**src/rtl/fdiv_pkg.sv**
```systemverilog
package fdiv_pkg;
   // Which kind of division cycle the frame is currently in.
   typedef enum logic {
      SEG_SHORT = 1'b0,
      SEG_LONG  = 1'b1
   } seg_e;

   // Smallest base ratio the divider accepts.
   localparam int unsigned MIN_RATIO = 2;
endpackage

```
**src/rtl/fdiv_cfg_hold.sv**
```systemverilog
// Holds the active frame configuration; reloads only when told to.
module fdiv_cfg_hold #(
   parameter int unsigned NW = 8,
   parameter int unsigned CW = 8
) (
   input  logic          clk,
   input  logic          rst,
   input  logic          en,
   input  logic          reload,
   input  logic [NW-1:0] n_in,
   input  logic [CW-1:0] a_in,
   input  logic [CW-1:0] b_in,
   output logic [NW-1:0] n_q,
   output logic [CW-1:0] a_q,
   output logic [CW:0]   tot_q,
   output logic          valid_q
);
   import fdiv_pkg::*;

   localparam int unsigned TW = CW + 1;

   logic          load;
   logic [TW-1:0] tot_in;
   logic          valid_in;

   assign load     = rst | (en & reload);
   assign tot_in   = {1'b0, a_in} + {1'b0, b_in};
   assign valid_in = (tot_in != '0) && (n_in >= NW'(MIN_RATIO));

   always_ff @(posedge clk) begin
      if (load) begin
         n_q     <= n_in;
         a_q     <= a_in;
         tot_q   <= tot_in;
         valid_q <= valid_in;
      end
   end

   // outside a load the held settings do not move
   a_r6_cfg_stable: assert property (@(posedge clk) disable iff (rst)
      !(en && reload) |=> ($stable(n_q) && $stable(a_q) && $stable(tot_q)));
endmodule

```
**src/rtl/fdiv_frame_seq.sv**
```systemverilog
// Tracks the slot (division-cycle index) inside the frame.
module fdiv_frame_seq #(
   parameter int unsigned CW = 8
) (
   input  logic          clk,
   input  logic          rst,
   input  logic          en,
   input  logic          clr,
   input  logic          adv,
   input  logic [CW-1:0] a_q,
   input  logic [CW:0]   tot_q,
   output fdiv_pkg::seg_e seg,
   output logic          last_slot
);
   import fdiv_pkg::*;

   localparam int unsigned SW = CW + 1;

   logic [SW-1:0] slot;

   assign last_slot = (slot == tot_q - 1'b1);
   assign seg       = (slot >= {1'b0, a_q}) ? SEG_LONG : SEG_SHORT;

   always_ff @(posedge clk) begin
      if (rst || (en && clr)) begin
         slot <= '0;
      end else if (en && adv) begin
         slot <= last_slot ? '0 : slot + 1'b1;
      end
   end

   // slot frozen while disabled
   a_r5_slot_hold: assert property (@(posedge clk) disable iff (rst)
      !en |=> $stable(slot));
   // slot stays inside the frame
   a_r1_slot_range: assert property (@(posedge clk) disable iff (rst)
      (tot_q != '0) |-> (slot < tot_q));
endmodule

```
**src/rtl/fdiv_period_cnt.sv**
```systemverilog
// Counts input clocks within one division cycle of length N or N+1.
module fdiv_period_cnt #(
   parameter int unsigned NW = 8
) (
   input  logic           clk,
   input  logic           rst,
   input  logic           en,
   input  logic           clr,
   input  fdiv_pkg::seg_e seg,
   input  logic [NW-1:0]  n_q,
   output logic           term
);
   import fdiv_pkg::*;

   logic [NW-1:0] cnt;
   logic [NW-1:0] lim;

   assign lim  = (seg == SEG_LONG) ? n_q : n_q - 1'b1;
   assign term = (cnt == lim);

   always_ff @(posedge clk) begin
      if (rst || (en && clr)) begin
         cnt <= '0;
      end else if (en) begin
         cnt <= term ? '0 : cnt + 1'b1;
      end
   end

   // counting steps by one inside a division cycle
   a_r1_cnt_step: assert property (@(posedge clk) disable iff (rst)
      (en && !clr && !term) |=> (cnt == $past(cnt) + 1'b1));
   // count frozen while disabled
   a_r5_cnt_hold: assert property (@(posedge clk) disable iff (rst)
      !en |=> $stable(cnt));
endmodule

```
**src/rtl/fdiv_dual_mod.sv**
```systemverilog
// Dual-modulus fractional divider: short (N) then long (N+1) cycles per frame.
module fdiv_dual_mod #(
   parameter int unsigned NW        = 8,
   parameter int unsigned CW        = 8,
   parameter bit          PULSE_REG = 1'b0
) (
   input  logic          clk,
   input  logic          rst,
   input  logic          en,
   input  logic [NW-1:0] ratio_n,
   input  logic [CW-1:0] short_cnt,
   input  logic [CW-1:0] long_cnt,
   output logic          pulse_o
);
   import fdiv_pkg::*;

   if (NW < 2) begin : g_nw_bad
      $error("fdiv_dual_mod: NW must be at least 2");
   end
   if (CW < 1) begin : g_cw_bad
      $error("fdiv_dual_mod: CW must be at least 1");
   end

   logic [NW-1:0] n_q;
   logic [CW-1:0] a_q;
   logic [CW:0]   tot_q;
   logic          valid_q;
   logic          term;
   logic          last_slot;
   logic          reload;
   logic          pulse_raw;
   seg_e          seg;

   // Reload at a frame end, or continuously while the held setting is unusable.
   assign reload    = ~valid_q | (term & last_slot);
   assign pulse_raw = en & valid_q & term;

   fdiv_cfg_hold #(.NW(NW), .CW(CW)) u_cfg (
      .clk     (clk),
      .rst     (rst),
      .en      (en),
      .reload  (reload),
      .n_in    (ratio_n),
      .a_in    (short_cnt),
      .b_in    (long_cnt),
      .n_q     (n_q),
      .a_q     (a_q),
      .tot_q   (tot_q),
      .valid_q (valid_q)
   );

   fdiv_frame_seq #(.CW(CW)) u_seq (
      .clk       (clk),
      .rst       (rst),
      .en        (en),
      .clr       (reload),
      .adv       (term),
      .a_q       (a_q),
      .tot_q     (tot_q),
      .seg       (seg),
      .last_slot (last_slot)
   );

   fdiv_period_cnt #(.NW(NW)) u_cnt (
      .clk  (clk),
      .rst  (rst),
      .en   (en),
      .clr  (reload),
      .seg  (seg),
      .n_q  (n_q),
      .term (term)
   );

   if (PULSE_REG) begin : g_out_reg
      logic pulse_q;
      always_ff @(posedge clk) begin
         if (rst) pulse_q <= 1'b0;
         else     pulse_q <= pulse_raw;
      end
      assign pulse_o = pulse_q;
   end else begin : g_out_comb
      assign pulse_o = pulse_raw;
   end

   // division cycles are at least two clocks long
   a_r9_pulse_gap: assert property (@(posedge clk) disable iff (rst)
      pulse_o |=> !pulse_o);
endmodule

```
**config.mk**
```make
export PLATFORM = sky130hd
export DESIGN_NAME = fdiv_dual_mod
export DESIGN_NICKNAME = d
export VERILOG_FILES = /design/src/rtl/fdiv_pkg.sv /design/src/rtl/fdiv_cfg_hold.sv /design/src/rtl/fdiv_frame_seq.sv /design/src/rtl/fdiv_period_cnt.sv /design/src/rtl/fdiv_dual_mod.sv
export SDC_FILE = /design/constraint.sdc
export NUM_CORES = 1
export LEC_CHECK = 0
export BUFFER_PORTS_ARGS = -buffer_cell sky130_fd_sc_hd__buf_2
export CAP_MARGIN = 40
export CELL_PAD_IN_SITES_DETAIL_PLACEMENT = 0
export CELL_PAD_IN_SITES_GLOBAL_PLACEMENT = 1
export CORE_MARGIN = 4
export CORE_UTILIZATION = 43
export CTS_BUF_LIST = sky130_fd_sc_hd__clkbuf_2
export CTS_CLUSTER_DIAMETER = 100
export DETAILED_ROUTE_END_ITERATION = 7
export GPL_ROUTABILITY_DRIVEN = 0
export GPL_TIMING_DRIVEN = 1
export PLACE_DENSITY_LB_ADDON = 0.2
export REMOVE_ABC_BUFFERS = 1
export SKIP_CTS_REPAIR_TIMING = 1
export SLEW_MARGIN = 20
export SYNTH_ARGS = -nofsm -noshare
export SYNTH_HDL_FRONTEND = slang
export SYNTH_SLANG_ARGS = --single-unit
```
**constraint.sdc**
```tcl
create_clock -name clk -period 3.26 [get_ports clk]
set_clock_uncertainty 0.1 [all_clocks]
set_input_delay 0.652 -clock clk [delete_from_list [all_inputs] [get_ports clk]]
set_output_delay 0.652 -clock clk [all_outputs]
set_load 0.005 [all_outputs]
```
---- Yosys cells after proc, flatten, opt, wreduce, memory -nomap -nowiden ----
Index checks and enable logic that the tools add are counted.
word-level totals
  bits of input ports ..................... 27
  word-level logic and storage cells ...... 31
  flip-flop bits (word level) ............. 43
  output and inout bits ................... 1
cells by class
  equal/unequal tests ..................... 2
  multiplexer cells ....................... 4
  order comparisons ....................... 2
  reductions and logical operators ........ 5
  $add $sub $neg .......................... 5
  bitwise operators ....................... 7
operators by type and width
  cell                                                                    number
  8-bit two-way mux                                                       2
  8-bit by 8-bit adder with 9-bit output                                  1
  9-bit by 1-bit adder with 9-bit output (second input constant)          1
  9-bit == test                                                           1
  9-bit by 8-bit >= comparator with 1-bit output                          1
  9-bit two-way mux                                                       1
  9-bit nonzero test                                                      1
  9-bit by 1-bit subtractor with 9-bit output (second input constant)     1
  8-bit by 1-bit adder with 8-bit output (second input constant)          1
  8-bit == test                                                           1
  8-bit by 2-bit >= comparator with 1-bit output (second input constant)  1
  8-bit by 1-bit subtractor with 8-bit output (second input constant)     1
  1-bit AND                                                               4
  1-bit logical AND                                                       3
  1-bit OR                                                                2
  1-bit logical OR                                                        1
  1-bit two-way mux                                                       1
  1-bit NOT                                                               1

---- Depth between registers and ports, before layout ----
  depth after elaboration ................. 8
  gate-level depth with buffers ........... 10
  gate-level depth less buffers ........... 10

---- Modules after synthesis ----
A second synthesis with hierarchy kept.
unflattened totals
  cell total of the unflattened synthesis .. 270
  area total of the unflattened synthesis .. 2758.9 um2
modules (own cells, without submodules)
  module           area each (um2)  instances  seq. area each (um2)  cells an instance
  fdiv_cfg_hold    1116.1           1          780.7                 67
  fdiv_frame_seq   962.2            1          180.2                 123
  fdiv_period_cnt  663.1            1          160.2                 78
  fdiv_dual_mod    17.5             1          0.0                   2

---- Worst setup path before layout ----
Ideal clock, no wire load.
  kind .................................... register to register
  from .................................... reg u_cfg.tot_q[0]
  to ...................................... reg u_cfg.a_q[0], enable pin
  clock period less this slack ............ 3166 ps
  setup time .............................. 372 ps
  buffers on the path ..................... 0
  path slack .............................. 94 ps
  data required time ...................... 2788 ps
  arrival time ............................ 2694 ps
  stages on the path, launching flop included .. 9
  cells stage by stage .................... edfxtp_1 inv_1 ha_1 nor2b_1 nand2_1 or4b_2 a22oi_1 and2_1 a31o_2
between the ends
  word-level cells in the longest chain between the ends .. 6
ends and longest elaborated chain
  what                                         RTL line              RTL
  from (decl)                                  fdiv_cfg_hold.sv:15   output logic [CW:0] tot_q,
  from (signal assigned)                       fdiv_cfg_hold.sv:34   tot_q <= tot_in;
  9-bit by 1-bit subtractor with 9-bit output  fdiv_frame_seq.sv:21  assign last_slot = (slot == tot_q - 1'b1);
  9-bit == test                                fdiv_frame_seq.sv:21
  1-bit AND                                    fdiv_dual_mod.sv:35   assign reload = ~valid_q | (term & last_slot);
  1-bit OR                                     fdiv_dual_mod.sv:35
  1-bit AND                                    fdiv_cfg_hold.sv:26   assign load = rst | (en & reload);
  1-bit OR                                     fdiv_cfg_hold.sv:26
  named net u_cfg.load                         fdiv_cfg_hold.sv:22   logic load;
  to (signal assigned)                         fdiv_cfg_hold.sv:33   a_q <= a_in;
  to (decl)                                    fdiv_cfg_hold.sv:14   output logic [CW-1:0] a_q,
The timed path passes the listed nets, and every way through them passes these cells.
A chain may end at the register's enable or synchronous reset.

---- Worst setup path in the final report ----
  from .................................... reg u_cfg.n_q[0]
  to ...................................... out pulse_o
between the ends
  word-level cells in the longest chain between the ends .. 4
ends and longest elaborated chain
  what                                         RTL line               RTL
  from (decl)                                  fdiv_cfg_hold.sv:13    output logic [NW-1:0] n_q,
  from (signal assigned)                       fdiv_cfg_hold.sv:32    n_q <= n_in;
  8-bit by 1-bit subtractor with 8-bit output  fdiv_period_cnt.sv:18  assign lim = (seg == SEG_LONG) ? n_q : n_q - 1'b1;
  8-bit two-way mux (*)                        fdiv_period_cnt.sv:18
  8-bit == test (*)                            fdiv_period_cnt.sv:19  assign term = (cnt == lim);
  1-bit AND (*)                                fdiv_dual_mod.sv:36    assign pulse_raw = en & valid_q & term;
  to (decl)                                    fdiv_dual_mod.sv:13    output logic pulse_o
Every way passes the cells marked *; elsewhere a longest branch is shown, timed or not.

==> flow_summary.yaml <==
route:
  drtIter0Drc: 117
  postRouteAntennaNets: 0
  first_pass_iters: 4
  drt-total-wl_mm: 6.248
  wire_per_inst_um: 14.53
  avgViaCountPerCell: 5.474
  post-route-drc-count: 0
  vias: 2354
worst_setup_path:
  critPathCaptureType: "output port"
  worst-path-max-fanout: 4
  ff2ff_path_depth: 10
  critPathRequiredTime_ps: 2510
  timing.critical_path.arrival_ps: 2670
  cp-start-kind: "flop"
  crit_type: "flop to output port"
global_route:
  grt-ovfl-total: 0
  grtUsageTotal_pct: 15.77
  grt_first_pass_wirelength_mm: 10.62
  initial_antenna_violation_count: 0
  via_count_of_the_first_global_routing_pass: 2238
  grt_max_degree: 27
yosys:
  mappedNetlistArea_mm2: 0.002884
  postSynthRegisterBits: 43
  yosysSeqAreaShare_pct: 38.87
  synth.area.top_cells: "edfxtp_1, dfxtp_1, ha_1"
  netlist_top_cells_count: "nand2_1, edfxtp_1, inv_1"
  yosys_warnings: 0
  synth_cell_type_count: 55
  synthArstFlopShare_pct: 0
  post_synth_inst_count: 307
  yosysTopAreaCellShare_pct: 27.07
  post-synth-top-count-cell: "nand2_1"
  library_cell_with_the_largest_summed_area_after_synthesis: "edfxtp_1"
  syn_avg_cell_area_um2: 9.394
  synth-edff-count: 26
  synth_top_flop_cell: "edfxtp_1"
floorplan:
  die_w_um: 89.90
  placeable_core_area_mm2: 0.006422
  ioPinCount: 28
  fp-row-count: 29
  vertical_die_dimension_um: 89.90
  effective_utilization_at_floorplan_pct: 44.91
  die_area_mm2: 0.008081
finish:
  drive_above_1_share_pct: 22.95
  area.growth.synth_to_final_pct: 15.97
  finish.cell_count_without_fillers: 430
  num-nets-final: 400
  diodes: 0
timing:
  tightest_slew_ps: 435.3
  fin_hold_ws_ps: 301.8
  timing.setup.tns_ps: -165.9
  slew_headroom_pct: 70.95
  final_min_period_over_clock_period_pct: 105.1
  setup_ws_ps: -165.9
  timing_hold_violations_final: 0
  grt_setup_unrepaired: "yes"
  slew_violations: 0
  max_frequency_mhz: 291.9
  setup_viol: 1
  period_minus_slack_ps: 3426
job:
  drv.max_cap_violation_count: 0
place:
  pre_cts_ws_ps: 139.1
  portBuffers: 27
  placedCellCount: 418
  detailed_place_hpwl_mm: 4.877
clock_tree:
  clock_latency_ps: 410
  cts.root.buffer_cell: "clkbuf_2"
  number_of_cts_inserted_buffers: 5
  reg_clk_slew_reported_paths_ps: 230
  level_count_of_the_clock_h_tree: 2
  cts_tree: "built"
  max-clock-path-buffers: 2
  cts_sinks: 43
status:
  failing_checks: "negative setup slack"
  outcome: "complete, but fails checks"
pwr:
  leakagePower_nw: 1.316
  total_power_mw: 1.082
  cellPowerDensity_mw_per_mm2: 323.7
  ir_drop_v: 0.0001914
worst_hold_path:
  min_path_cells: 1
  hp-class: "input port to flop"
flip-flops by register name, summed over array words and instances, names as in the netlist:
signal / flops
u_cfg.tot_q: 9
u_seq.slot: 9
u_cfg.a_q: 8
u_cfg.n_q: 8
u_cnt.cnt: 8
u_cfg.valid_q: 1
final timing paths:
| check | startpoint | slack [ps] | to |
|---|---|---|---|
| worst max register to register | u_cfg.n_q[0]$_DFFE_PP_ | 160 | u_seq.slot[4]$_SDFFE_PP0P_ |
| worst max-delay path | u_cfg.n_q[0]$_DFFE_PP_ | -170 | pulse_o |
| worst min register to register | u_seq.slot[8]$_SDFFE_PP0P_ | 470 | u_seq.slot[8]$_SDFFE_PP0P_ |
| worst min-delay path | ratio_n[5] | 300 | u_cfg.n_q[5]$_DFFE_PP_ |
where the power goes:
| group | leakage [nW] | internal [mW] | switching (mW) |
|---|---|---|---|
| sequential | 0.389 | 0.612 | 0.0266 |
| combinational | 0.900 | 0.0990 | 0.113 |
| clock | 0.0266 | 0.0516 | 0.181 |
| total | 1.32 | 0.763 | 0.320 |
through the flow:
stage	cell area [µm²]	utilization [%]
floorplan	2835	-
global placement	3214	50.05
detailed placement	3214	50.05
CTS	3259	50.75
global route	3344	52.07
finish	3344	52.07
cell usage in the layout (no fill, tap or decap), types with 3 or more instances in the layout:
cell type,n
a211oi_1,6
a21oi_1,17
and3_1,7
buf_2,27
buf_4,20
clkbuf_2,5
dfxtp_1,17
edfxtp_1,26
ha_1,19
inv_1,20
nand2_1,29
nand2b_1,9
nand3_1,4
nand3b_1,3
nand4_1,8
nor2_1,13
nor2b_1,5
nor3_1,6
nor4_1,6
o21ai_0,5
o22ai_1,9
or2_2,4
or4_1,4
or4_4,3
xnor2_1,17
xor2_1,8
area by class of cell:
type	count	area, µm²
clock buffer	5	25.02
multi-input combinational	232	1690
timing repair buffer	49	312.8
tap	77	96.34
inverter	21	78.83
sequential	43	1121
clock inverter	3	20.02
fill	610	3078
worst max-delay path, cell delays in order, from the launching register on:
cell      delay [ps]
edfxtp_1         500
inv_2            110
ha_4             130
or3b_4           390
or4_4            520
nand3_2           80
and3_4           190
o21ai_4           60
nor4_2           130
buf_2            160
kinds of logic after synthesis:
group,Yosys count,synth area share (%)
simple gates,115,22.30
compound gates,71,17.44
flops,43,38.87
xor+xnor,25,7.592
fa+ha+maj,21,9.371
buf+inv,32,4.425
routing by layer:
metal / up-vias / part of all wire, % / global-route usage (%)
li1: 1237 / - / -
met1: 1058 / 52 / 23.86
met2: 55 / 43 / 23.12
met3: 4 / 4.1 / 2.421
met4: 0 / 0.94 / 4.719
met5: - / 0 / 0
Power figures use the tool's default switching activity.
